[config.mk]
export PLATFORM = sky130hd
export DESIGN_NAME = uart_sticky_rx
export DESIGN_NICKNAME = d
export VERILOG_FILES = /design/src/rtl/uart_srx_pkg.sv /design/src/rtl/uart_srx_sync.sv /design/src/rtl/uart_srx_parity.sv /design/src/rtl/uart_srx_status.sv /design/src/rtl/uart_sticky_rx.sv
export SDC_FILE = /design/constraint.sdc
export NUM_CORES = 1
export LEC_CHECK = 0
export ABC_AREA = 0
export BUFFER_PORTS_ARGS = -buffer_cell sky130_fd_sc_hd__buf_2
export CORE_ASPECT_RATIO = 1.4
export CORE_MARGIN = 1
export CORE_UTILIZATION = 52
export DETAILED_ROUTE_END_ITERATION = 10
export GPL_TIMING_DRIVEN = 0
export PLACE_DENSITY = 0.75
export SLEW_MARGIN = 15
export SYNTH_ARGS = -nofsm -noshare
export SYNTH_HDL_FRONTEND = slang
export SYNTH_HIERARCHICAL = 1
export SYNTH_SLANG_ARGS = --single-unit
[constraint.sdc]
create_clock -name clk -period 1.78 [get_ports clk]
set_input_delay 0.089 -clock clk [delete_from_list [all_inputs] [get_ports clk]]
set_output_delay 0.089 -clock clk [all_outputs]
set_load 0.03 [all_outputs]
[src/rtl/uart_srx_pkg.sv]
package uart_srx_pkg;

    typedef enum logic [2:0] {
        RX_IDLE,
        RX_START,
        RX_DATA,
        RX_PARITY,
        RX_STOP1,
        RX_STOP2
    } rx_state_e;

endpackage

[src/rtl/uart_srx_sync.sv]
module uart_srx_sync #(
    parameter int   STAGES   = 2,
    parameter logic IDLE_VAL = 1'b1
) (
    input  logic clk,
    input  logic rst_n,
    input  logic din,
    output logic dout
);
    logic [STAGES-1:0] chain;

    always_ff @(posedge clk or negedge rst_n) begin
        if (!rst_n)
            chain <= {STAGES{IDLE_VAL}};
        else
            chain <= {chain[STAGES-2:0], din};
    end

    assign dout = chain[STAGES-1];
endmodule

[src/rtl/uart_srx_parity.sv]
module uart_srx_parity #(
    parameter int DATA_W = 8,
    parameter int LEN_W  = 2
) (
    input  logic [DATA_W-1:0] data,
    input  logic [LEN_W-1:0]  word_len,
    input  logic              even_sel,
    input  logic              sticky,
    input  logic              par_bit,
    output logic              mismatch
);
    localparam int MIN_LEN = DATA_W - (1 << LEN_W) + 1;

    logic [DATA_W-1:0] mask;
    logic              ones_odd;
    logic              expect_bit;

    // Bits below the shortest length are always in use; the rest depend on the code.
    for (genvar i = 0; i < DATA_W; i++) begin : g_mask
        if (i < MIN_LEN) begin : g_fixed
            assign mask[i] = 1'b1;
        end else begin : g_sel
            assign mask[i] = (int'(word_len) >= (i - MIN_LEN + 1));
        end
    end

    always_comb begin
        ones_odd = ^(data & mask);
        if (sticky)
            expect_bit = ~even_sel;
        else if (even_sel)
            expect_bit = ones_odd;
        else
            expect_bit = ~ones_odd;
        mismatch = (par_bit != expect_bit);
    end
endmodule

[src/rtl/uart_srx_status.sv]
module uart_srx_status (
    input  logic clk,
    input  logic rst_n,
    input  logic set_en,
    input  logic pe_evt,
    input  logic fe_evt,
    input  logic clr,
    input  logic int_en,
    output logic pe_flag,
    output logic fe_flag,
    output logic int_req
);
    // A new event at the same edge as a clear wins over the clear.
    always_ff @(posedge clk or negedge rst_n) begin
        if (!rst_n) begin
            pe_flag <= 1'b0;
            fe_flag <= 1'b0;
        end else begin
            pe_flag <= (set_en && pe_evt) || (pe_flag && !clr);
            fe_flag <= (set_en && fe_evt) || (fe_flag && !clr);
        end
    end

    assign int_req = int_en && (pe_flag || fe_flag);
endmodule

[src/rtl/uart_sticky_rx.sv]
module uart_sticky_rx
    import uart_srx_pkg::*;
#(
    parameter int DATA_W     = 8,
    parameter int LEN_W      = 2,
    parameter int OVERSAMPLE = 16,
    parameter int SYNC_DEPTH = 2
) (
    input  logic              clk,
    input  logic              rst_n,
    input  logic              baud_tick,
    input  logic              rxd,
    input  logic [LEN_W-1:0]  word_len,
    input  logic              two_stop,
    input  logic              par_en,
    input  logic              even_sel,
    input  logic              sticky,
    input  logic              lsi_en,
    input  logic              lsr_clr,
    output logic [DATA_W-1:0] rx_data,
    output logic              rx_valid,
    output logic              parity_err,
    output logic              frame_err,
    output logic              irq
);
    localparam int CNT_W      = $clog2(OVERSAMPLE);
    localparam int IDX_W      = $clog2(DATA_W);
    localparam int MIN_LEN    = DATA_W - (1 << LEN_W) + 1;
    localparam int START_LAST = OVERSAMPLE / 2 - 2;
    localparam int BIT_LAST   = OVERSAMPLE - 1;

    rx_state_e         state, state_nx;
    logic              rxd_s;
    logic [CNT_W-1:0]  tick_cnt;
    logic [IDX_W-1:0]  bit_idx;
    logic [IDX_W-1:0]  last_idx;
    logic [DATA_W-1:0] data_q;
    logic              armed;
    logic              par_bad;
    logic              stop_bad;
    logic              samp;
    logic              detect;
    logic              deliver;
    logic              mismatch;
    logic              pe_evt;
    logic              fe_evt;

    uart_srx_sync #(
        .STAGES   (SYNC_DEPTH),
        .IDLE_VAL (1'b1)
    ) u_sync (
        .clk   (clk),
        .rst_n (rst_n),
        .din   (rxd),
        .dout  (rxd_s)
    );

    uart_srx_parity #(
        .DATA_W (DATA_W),
        .LEN_W  (LEN_W)
    ) u_par (
        .data     (data_q),
        .word_len (word_len),
        .even_sel (even_sel),
        .sticky   (sticky),
        .par_bit  (rxd_s),
        .mismatch (mismatch)
    );

    // Sample events
    always_comb begin
        last_idx = IDX_W'(MIN_LEN - 1) + IDX_W'(word_len);
        detect   = baud_tick && (state == RX_IDLE) && armed && !rxd_s;
        if (state == RX_START)
            samp = baud_tick && (tick_cnt == CNT_W'(START_LAST));
        else if (state == RX_IDLE)
            samp = 1'b0;
        else
            samp = baud_tick && (tick_cnt == CNT_W'(BIT_LAST));
        deliver = samp && (((state == RX_STOP1) && !two_stop) || (state == RX_STOP2));
    end

    // State register
    always_ff @(posedge clk or negedge rst_n) begin
        if (!rst_n)
            state <= RX_IDLE;
        else
            state <= state_nx;
    end

    // Transitions
    always_comb begin
        state_nx = state;
        unique case (state)
            RX_IDLE:   if (detect) state_nx = RX_START;
            RX_START:  if (samp) state_nx = rxd_s ? RX_IDLE : RX_DATA;
            RX_DATA:   if (samp && (bit_idx == last_idx))
                           state_nx = par_en ? RX_PARITY : RX_STOP1;
            RX_PARITY: if (samp) state_nx = RX_STOP1;
            RX_STOP1:  if (samp) state_nx = two_stop ? RX_STOP2 : RX_IDLE;
            RX_STOP2:  if (samp) state_nx = RX_IDLE;
            default:   state_nx = RX_IDLE;
        endcase
    end

    // Datapath and outputs
    always_ff @(posedge clk or negedge rst_n) begin
        if (!rst_n) begin
            tick_cnt <= '0;
            bit_idx  <= '0;
            data_q   <= '0;
            armed    <= 1'b0;
            par_bad  <= 1'b0;
            stop_bad <= 1'b0;
            rx_data  <= '0;
            rx_valid <= 1'b0;
        end else begin
            rx_valid <= deliver;
            if (deliver)
                rx_data <= data_q;
            if (baud_tick) begin
                if (samp || (state == RX_IDLE))
                    tick_cnt <= '0;
                else
                    tick_cnt <= tick_cnt + 1'b1;
            end
            unique case (state)
                RX_IDLE: begin
                    if (baud_tick && rxd_s)
                        armed <= 1'b1;
                    if (detect) begin
                        armed    <= 1'b0;
                        data_q   <= '0;
                        par_bad  <= 1'b0;
                        stop_bad <= 1'b0;
                        bit_idx  <= '0;
                    end
                end
                RX_START: ;
                RX_DATA: if (samp) begin
                    data_q[bit_idx] <= rxd_s;
                    bit_idx         <= bit_idx + 1'b1;
                end
                RX_PARITY: if (samp) par_bad  <= mismatch;
                RX_STOP1:  if (samp) stop_bad <= !rxd_s;
                RX_STOP2:  ;
                default:   ;
            endcase
        end
    end

    assign pe_evt = par_en && par_bad;
    assign fe_evt = stop_bad || !rxd_s;

    uart_srx_status u_stat (
        .clk     (clk),
        .rst_n   (rst_n),
        .set_en  (deliver),
        .pe_evt  (pe_evt),
        .fe_evt  (fe_evt),
        .clr     (lsr_clr),
        .int_en  (lsi_en),
        .pe_flag (parity_err),
        .fe_flag (frame_err),
        .int_req (irq)
    );
endmodule

==> results of run 1 <==
[path summary, 6_finish.rpt]
| check | slack, ns | cells after the start | to |
|---|---|---|---|
| max in group asynchronous | 0.87 | 2 | tick_cnt[0]$_DFFE_PN0P_ |
| min reg2reg | 0.36 | 0 | u_sync/chain[1]$_DFF_PN1_ |
| max reg2reg | -0.12 | 7 | par_bad$_DFFE_PN0P_ |
| min in group asynchronous | 0.39 | 2 | u_stat/pe_flag$_DFF_PN0_ |
| min | 0.10 | 2 | tick_cnt[0]$_DFFE_PN0P_ |
| max | -0.12 | 7 | par_bad$_DFFE_PN0P_ |
[metrics by stage]
step | util, % | total power, W | cell area [um2] | cells | setup TNS (ns)
after CTS | 64.5 | 0.00253 | 2240 | 260 | -0.121
final | 65.4 | 0.00259 | 2270 | 260 | -0.116
after global routing | 65.4 | 0.00277 | 2270 | 260 | -0.235
after floorplan | - | 0.00172 | 1930 | 186 | 0
after global placement | 60.3 | 0.00189 | 2090 | 248 | -1.03
after detailed placement | 60.3 | 0.00192 | 2090 | 248 | -1.43
[power groups by stage]
| stage | Combinational (W) | Clock, W | Sequential (W) |
|---|---|---|---|
| 5_1_grt | 0.00108 | 0.000645 | 0.00105 |
| 3_5_place_dp | 0.000893 | 0 | 0.00103 |
| 2_1_floorplan | 0.000718 | 0 | 0.00100 |
| 3_3_place_gp | 0.000863 | 0 | 0.00102 |
| 6_report | 0.000961 | 0.000591 | 0.00103 |
| 4_1_cts | 0.000912 | 0.000604 | 0.00102 |
[state kept, by name, summed over array words and instances (netlist names)]
| signal | flops |
|---|---|
| rx_data | 8 |
| bit_idx | 3 |
| u_sync/chain | 2 |
| rx_valid | 1 |
| state | 3 |
| armed | 1 |
| u_stat/fe_flag | 1 |
| tick_cnt | 4 |
| stop_bad | 1 |
| data_q | 8 |
| u_stat/pe_flag | 1 |
| par_bad | 1 |
[synthesized netlist by cell type (5+ instances only)]
master / count / area share [%]
a21oi_1: 5 / 1.3
o21ai_0: 5 / 1.3
xnor2_1: 5 / 2.3
mux2_2: 11 / 6.4
nand4_1: 5 / 1.6
mux2i_1: 9 / 4.7
inv_1: 6 / 1.2
nand3_1: 7 / 1.8
nor2_1: 10 / 1.9
nand2_1: 25 / 4.9
dfrtp_1: 32 / 41
[repair_timing]
item                                    in CTS  in global routing
endpoints found under the hold margin       35                  0
gates resized for setup                      2                  6
endpoints found under the setup margin      11                 14
hold buffers                                 3                  0
setup buffers                                1                  0
pin swaps                                    1                  0
[per-layer routing]
metal | share of wire, % | vias up | wire [um] | GRT usage, %
met2 | 53 | 40 | 1990 | 40.1
met4 | 1.1 | 0 | 41 | 8.19
li1 | - | 736 | - | -
met1 | 43 | 738 | 1610 | 24.8
met3 | 3.8 | 4 | 142 | 4.91
met5 | 0 | - | 0 | 0
[cell type report]
| cell class | count | area (um2) | share of cell area (%) |
|---|---|---|---|
| Tap cell | 40 | 50.0 | 2.20 |
| Clock buffer | 6 | 82.6 | 3.64 |
| Clock inverter | 2 | 12.5 | 0.551 |
| Multi-Input combinational cell | 138 | 1040 | 46.0 |
| Sequential cell | 34 | 855 | 37.6 |
| Buffer | 7 | 41.3 | 1.82 |
| Inverter | 7 | 26.3 | 1.16 |
| Timing Repair Buffer | 26 | 160 | 7.05 |
[critical path, stage by stage (launching register included)]
cell and delay [ns]:
dfrtp_1 0.37, xnor3_1 0.43, xnor2_2 0.23, a21oi_2 0.05, or3b_1 0.38, xnor2_1 0.14, mux2i_1 0.13, a21oi_1 0.05
[logic make-up (layout without fill, tap and decap cells)]
kind of cell             Yosys count  in the layout  synth area share [%]
AO/OA/AOI/OAI                     34             34                  14.1
XOR/XNOR                           8              8                  4.73
adder cells (fa/ha/maj)            3              3                  1.94
buffers and inverters             14             48                  3.50
flip-flops                        34             34                  44.2
multiplexers                      20             20                  11.1
AND/OR/NAND/NOR                   73             73                  20.5
==> key figures, run 1 <==
Routing
  • Drt wl/cell: 14.5 um
  • Final wirelength: 3780 um
  • Total number of vias: 1,518
  • Initial DRT Pass Iterations: 4
  • Residual DRC count: 0
  • Vias per cell: 5.84
  • Post-DRT Antenna Nets: 0
  • Initial DRC Count: 43

Timing
  • Hold Slack: 0.103 ns
  • Worst setup margin: -0.116 ns
  • Worst-Margin Slew: 0.729 ns
  • Slew Viols, Final: 0
  • Final worst-path cycle share: 107%
  • Fin crit period: 1.90 ns
  • Slew margin rel.: 51.4%
  • Skew final: 0.00402 ns
  • Max Clk Rate: 527 MHz
  • RSZ-0062 raised after global routing: true
  • Endpoints failing hold: 0
  • Endpoints failing setup: 1

Finish
  • Area grow syn2layout: 17.6%
  • Share of layout cells above drive strength 1: 29.1%
  • Commonest non-fill, non-tap cell in the layout: dfrtp_1
  • Commonest non-fill, non-tap cells in the layout: 31 x dfrtp_1, 25 x buf_2, 25 x nand2_1, 11 x mux2_2, 10 x nor2_1
  • Fillers: 270
  • Final net count: 234
  • # diodes: 0

Worst setup path
  • Critical path type: reg2reg
  • Reg-to-reg startpoint: data_q[0]$_DFFE_PN0P_
  • Crit start category: flop
  • Max FO, Critical Path: 3
  • Critical Path AT: 2.06 ns
  • Req. time, crit path: 1.94 ns
  • CP startpoint: data_q[0]$_DFFE_PN0P_
  • Crit end category: flop

Placed design
  • Routability-driven placement congestion ratio: 0.873
  • Setup slack at placement: -0.177 ns
  • Hpwl dp: 2710 um
  • Number of port buffers: 22

Floorplan
  • Rows: 25
  • Starting density of the core: 55.6%
  • Die area: 3970 um2
  • I/O Pins: 24
  • CORE AREA: 3470 um2
  • DIE WIDTH: 53.5 um
  • Die height: 74.1 um

Status
  • Status: complete, but fails checks
  • Violated checks: setup timing

Power and ir drop
  • Pwr/cell area: 1140 nW/um2
  • Seq pwr share: 40.0%
  • Switching power: 0.000957 W
  • Int Power: 0.00163 W
  • Logic pwr share: 37.2%
  • Leak: 1.10 nW
  • Sw Ratio: 37.0%
  • VDD IR max: 0.000869 V
  • Clock network fraction of total power: 22.9%

Global route
  • Vias in the first global route: 1,484
  • Total GRT Usage: 22.2%
  • Initial antenna violation count: 0
  • First-pass GRT wire length: 6450 um
  • Largest net degree at the start of global routing: 35
  • GRT overflow: 0

Hold path
  • Hold path start: baud_tick
  • Hold Crit Class: in2reg

Synth
  • Post-synth ARST share: 100%
  • Yosys cell types: 56
  • Post-Syn Area: 1930 um2
  • Net Count, Synth: 201
  • Main synth FF type: dfrtp_1
  • Cells after Synth: 186
  • Avg Inst Size Synth: 10.4 um2
  • Post-synth EDFFs: 0
  • Seq/Total Area, Yosys: 44.2%
  • Yosys warns: 6
  • Flops & latches, synth: 34

Clock tree
  • H-tree level count: 2
  • TritonCTS Buffers: 5
  • Reg clk slew, reported paths: 0.07 ns
  • CTS tree: done
  • Worst skew pair latency: 0.28 ns
  • Maximum clock path buffer count: 2
  • Root buf cell: clkbuf_8
  • Clk sinks: 34

Job
  • Max Cap Violations: 0
Power figures use the tool's default switching activity.
==> run 2, diff against run 1 <==
--- a/config.mk
+++ b/config.mk
@@ -11,8 +11,10 @@
 export CORE_MARGIN = 1
 export CORE_UTILIZATION = 52
 export DETAILED_ROUTE_END_ITERATION = 10
+export GPL_ROUTABILITY_DRIVEN = 1
 export GPL_TIMING_DRIVEN = 0
 export PLACE_DENSITY = 0.75
+export RECOVER_POWER = 25
 export SLEW_MARGIN = 15
 export SYNTH_ARGS = -nofsm -noshare
 export SYNTH_HDL_FRONTEND = slang
==> key figures, run 2 (synthesis gave the netlist of run 1 again) <==
Status
  • Status: complete, but fails checks
  • Violated checks: setup timing

Placed design
  • Number of port buffers: 22 (unchanged)
  • Hpwl dp: 2710 um (unchanged)
  • Setup slack at placement: -0.177 ns (unchanged)
  • Placed instance count: 248 (unchanged)
  • Routability-driven placement congestion ratio: 0.873 (unchanged)
  • Cell Area, Placed: 2090 um2 (unchanged)

Worst setup path
  • Crit end category: flop
  • Critical path type: reg2reg
  • CP startpoint: data_q[0]$_DFFE_PN0P_
  • Crit start category: flop
  • Critical Path AT: 2.06 ns (about the same)
  • Req. time, crit path: 1.95 ns (about the same)
  • Worst R2R Setup Slack: -0.11 ns (about the same)
  • Reg-to-reg startpoint: data_q[0]$_DFFE_PN0P_
  • Max FO, Critical Path: 3 (unchanged)

Clock tree
  • Worst skew pair latency: 0.28 ns (about the same)
  • Maximum clock path buffer count: 2 (unchanged)
  • Root buf cell: clkbuf_8
  • Clk sinks: 34 (unchanged)
  • TritonCTS Buffers: 5 (unchanged)
  • H-tree level count: 2 (unchanged)
  • Reg clk slew, reported paths: 0.07 ns (about the same)
  • CTS tree: done

Finish
  • Largest registers in the final layout: data_q (8), rx_data (8), tick_cnt (4)
  • Fillers: 277 (+2.6%)
  • # diodes: 0 (unchanged)
  • Commonest non-fill, non-tap cell in the layout: dfrtp_1
  • Commonest non-fill, non-tap cells in the layout: 31 x dfrtp_1, 25 x nand2_1, 13 x buf_2, 13 x clkbuf_1, 11 x mux2_2
  • Final net count: 234 (unchanged)
  • Share of layout cells above drive strength 1: 24.1% (-5.0 points)
  • Area grow syn2layout: 16.8%
  • Layout Cells excl Fill: 260 (unchanged)
  • Post-route design area: 2260 um2 (-0.61%)

Floorplan
  • Rows: 25 (unchanged)
  • Starting density of the core: 55.6% (unchanged)
  • Die height: 74.1 um (unchanged)
  • CORE AREA: 3470 um2 (unchanged)
  • DIE WIDTH: 53.5 um (unchanged)
  • Die area: 3970 um2 (unchanged)
  • I/O Pins: 24 (unchanged)

Timing
  • Final worst-path cycle share: 106% (-0.16 points)
  • Worst setup margin: -0.113 ns (+0.00291 ns)
  • Hold Slack: 0.103 ns (-0.0000100 ns)
  • RSZ-0062 raised after global routing: true
  • Endpoints failing hold: 0 (unchanged)
  • Skew final: 0.00487 ns (+0.000845 ns)
  • Fin crit period: 1.89 ns (-0.00291 ns)
  • Endpoints failing setup: 1 (unchanged)
  • Worst-Margin Slew: 0.812 ns (+0.0827 ns)
  • Max Clk Rate: 528 MHz (+0.15%)
  • Slew margin rel.: 45.9% (-5.5 points)
  • Slew Viols, Final: 0 (unchanged)

Global route
  • Initial antenna violation count: 0 (unchanged)
  • Total GRT Usage: 22.2% (unchanged)
  • First-pass GRT wire length: 6450 um (unchanged)
  • Largest net degree at the start of global routing: 35 (unchanged)
  • Vias in the first global route: 1,484 (unchanged)
  • GRT overflow: 0 (unchanged)

Power and ir drop
  • Seq pwr share: 40.0% (about the same)
  • VDD IR max: 0.000869 V (about the same)
  • Int Power: 0.00163 W (about the same)
  • Clock network fraction of total power: 23.0% (about the same)
  • Sw Ratio: 37.0% (about the same)
  • Leak: 1.05 nW (-4.4%)
  • Switching power: 0.000956 W (about the same)
  • Pwr/cell area: 1140 nW/um2 (+0.57%)
  • Logic pwr share: 37.1% (about the same)

Routing
  • Drt wl/cell: 14.5 um (-0.32%)
  • Final wirelength: 3760 um (-0.32%)
  • Initial DRT Pass Iterations: 4 (unchanged)
  • Post-DRT Antenna Nets: 0 (unchanged)
  • Residual DRC count: 0 (unchanged)
  • Vias per cell: 5.92 (+1.3%)
  • Initial DRC Count: 41 (-4.7%)
  • Total number of vias: 1,538 (+1.3%)

Job
  • Max Cap Violations: 0 (unchanged)

Hold path
  • Hold Crit Class: in2reg
  • Hold path start: baud_tick
run 2: changes by cell type in the layout (fill, tap and decap cells not counted), sizes merged:
cell and delta:
buf -12, clkbuf +12
run 2: final cells by class:
cell class	count	area, um2	area share, %
Tap cell	40	50.0	2.22
Timing Repair Buffer	26	146	6.49
Clock buffer	6	82.6	3.66
Clock inverter	2	12.5	0.554
Buffer	7	41.3	1.83
Sequential cell	34	855	37.9
Multi-Input combinational cell	138	1040	46.2
Inverter	7	26.3	1.16
run 2: timing repair:
item / in CTS / in global routing
buffers inserted: 1 / 0
hold buffers: 3 / 0
resized for setup: 2 / 6
endpoints found under the setup margin: 11 / 14
hold endpoints to repair: 35 / 0
pin swaps: 1 / 0
run 2: per-stage QoR:
stage / utilization, % / setup TNS [ns] / total power (W)
5_1_grt: 65.0 / -0.235 / 0.00277
6_report: 65.0 / -0.113 / 0.00258
4_1_cts: 64.5 / -0.121 / 0.00253
3_5_place_dp: 60.3 / -1.43 / 0.00192
2_1_floorplan: - / 0 / 0.00172
3_3_place_gp: 60.3 / -1.03 / 0.00189
run 2: power by group through the flow:
stage	registers (W)	logic [W]	clock network (W)
2_1_floorplan	0.00100	0.000718	0
3_3_place_gp	0.00102	0.000863	0
3_5_place_dp	0.00103	0.000893	0
4_1_cts	0.00102	0.000912	0.000604
5_1_grt	0.00105	0.00108	0.000645
6_report	0.00103	0.000958	0.000593
run 2: worst max-delay path, cell delays in order (launching register included):
cell	delay, ns
dfrtp_1	0.37
xnor3_1	0.43
xnor2_2	0.22
a21oi_2	0.05
or3b_1	0.38
xnor2_1	0.14
mux2i_1	0.13
a21oi_1	0.05
run 2: routing by layer:
| metal | track usage [%] | vias up | wire length [um] |
|---|---|---|---|
| li1 | - | 737 | - |
| met1 | 24.8 | 746 | 1590 |
| met2 | 40.1 | 49 | 1970 |
| met3 | 4.91 | 6 | 150 |
| met4 | 8.19 | 0 | 53 |
| met5 | 0 | - | 0 |
run 2: final timing paths:
check / cells past startpoint / to
max in group asynchronous: 2 / tick_cnt[0]$_DFFE_PN0P_
worst min register to register: 0 / u_sync/chain[1]$_DFF_PN1_
worst max-delay path: 7 / par_bad$_DFFE_PN0P_
worst max register to register: 7 / par_bad$_DFFE_PN0P_
worst min-delay path: 2 / tick_cnt[0]$_DFFE_PN0P_
min in group asynchronous: 2 / u_stat/pe_flag$_DFF_PN0_
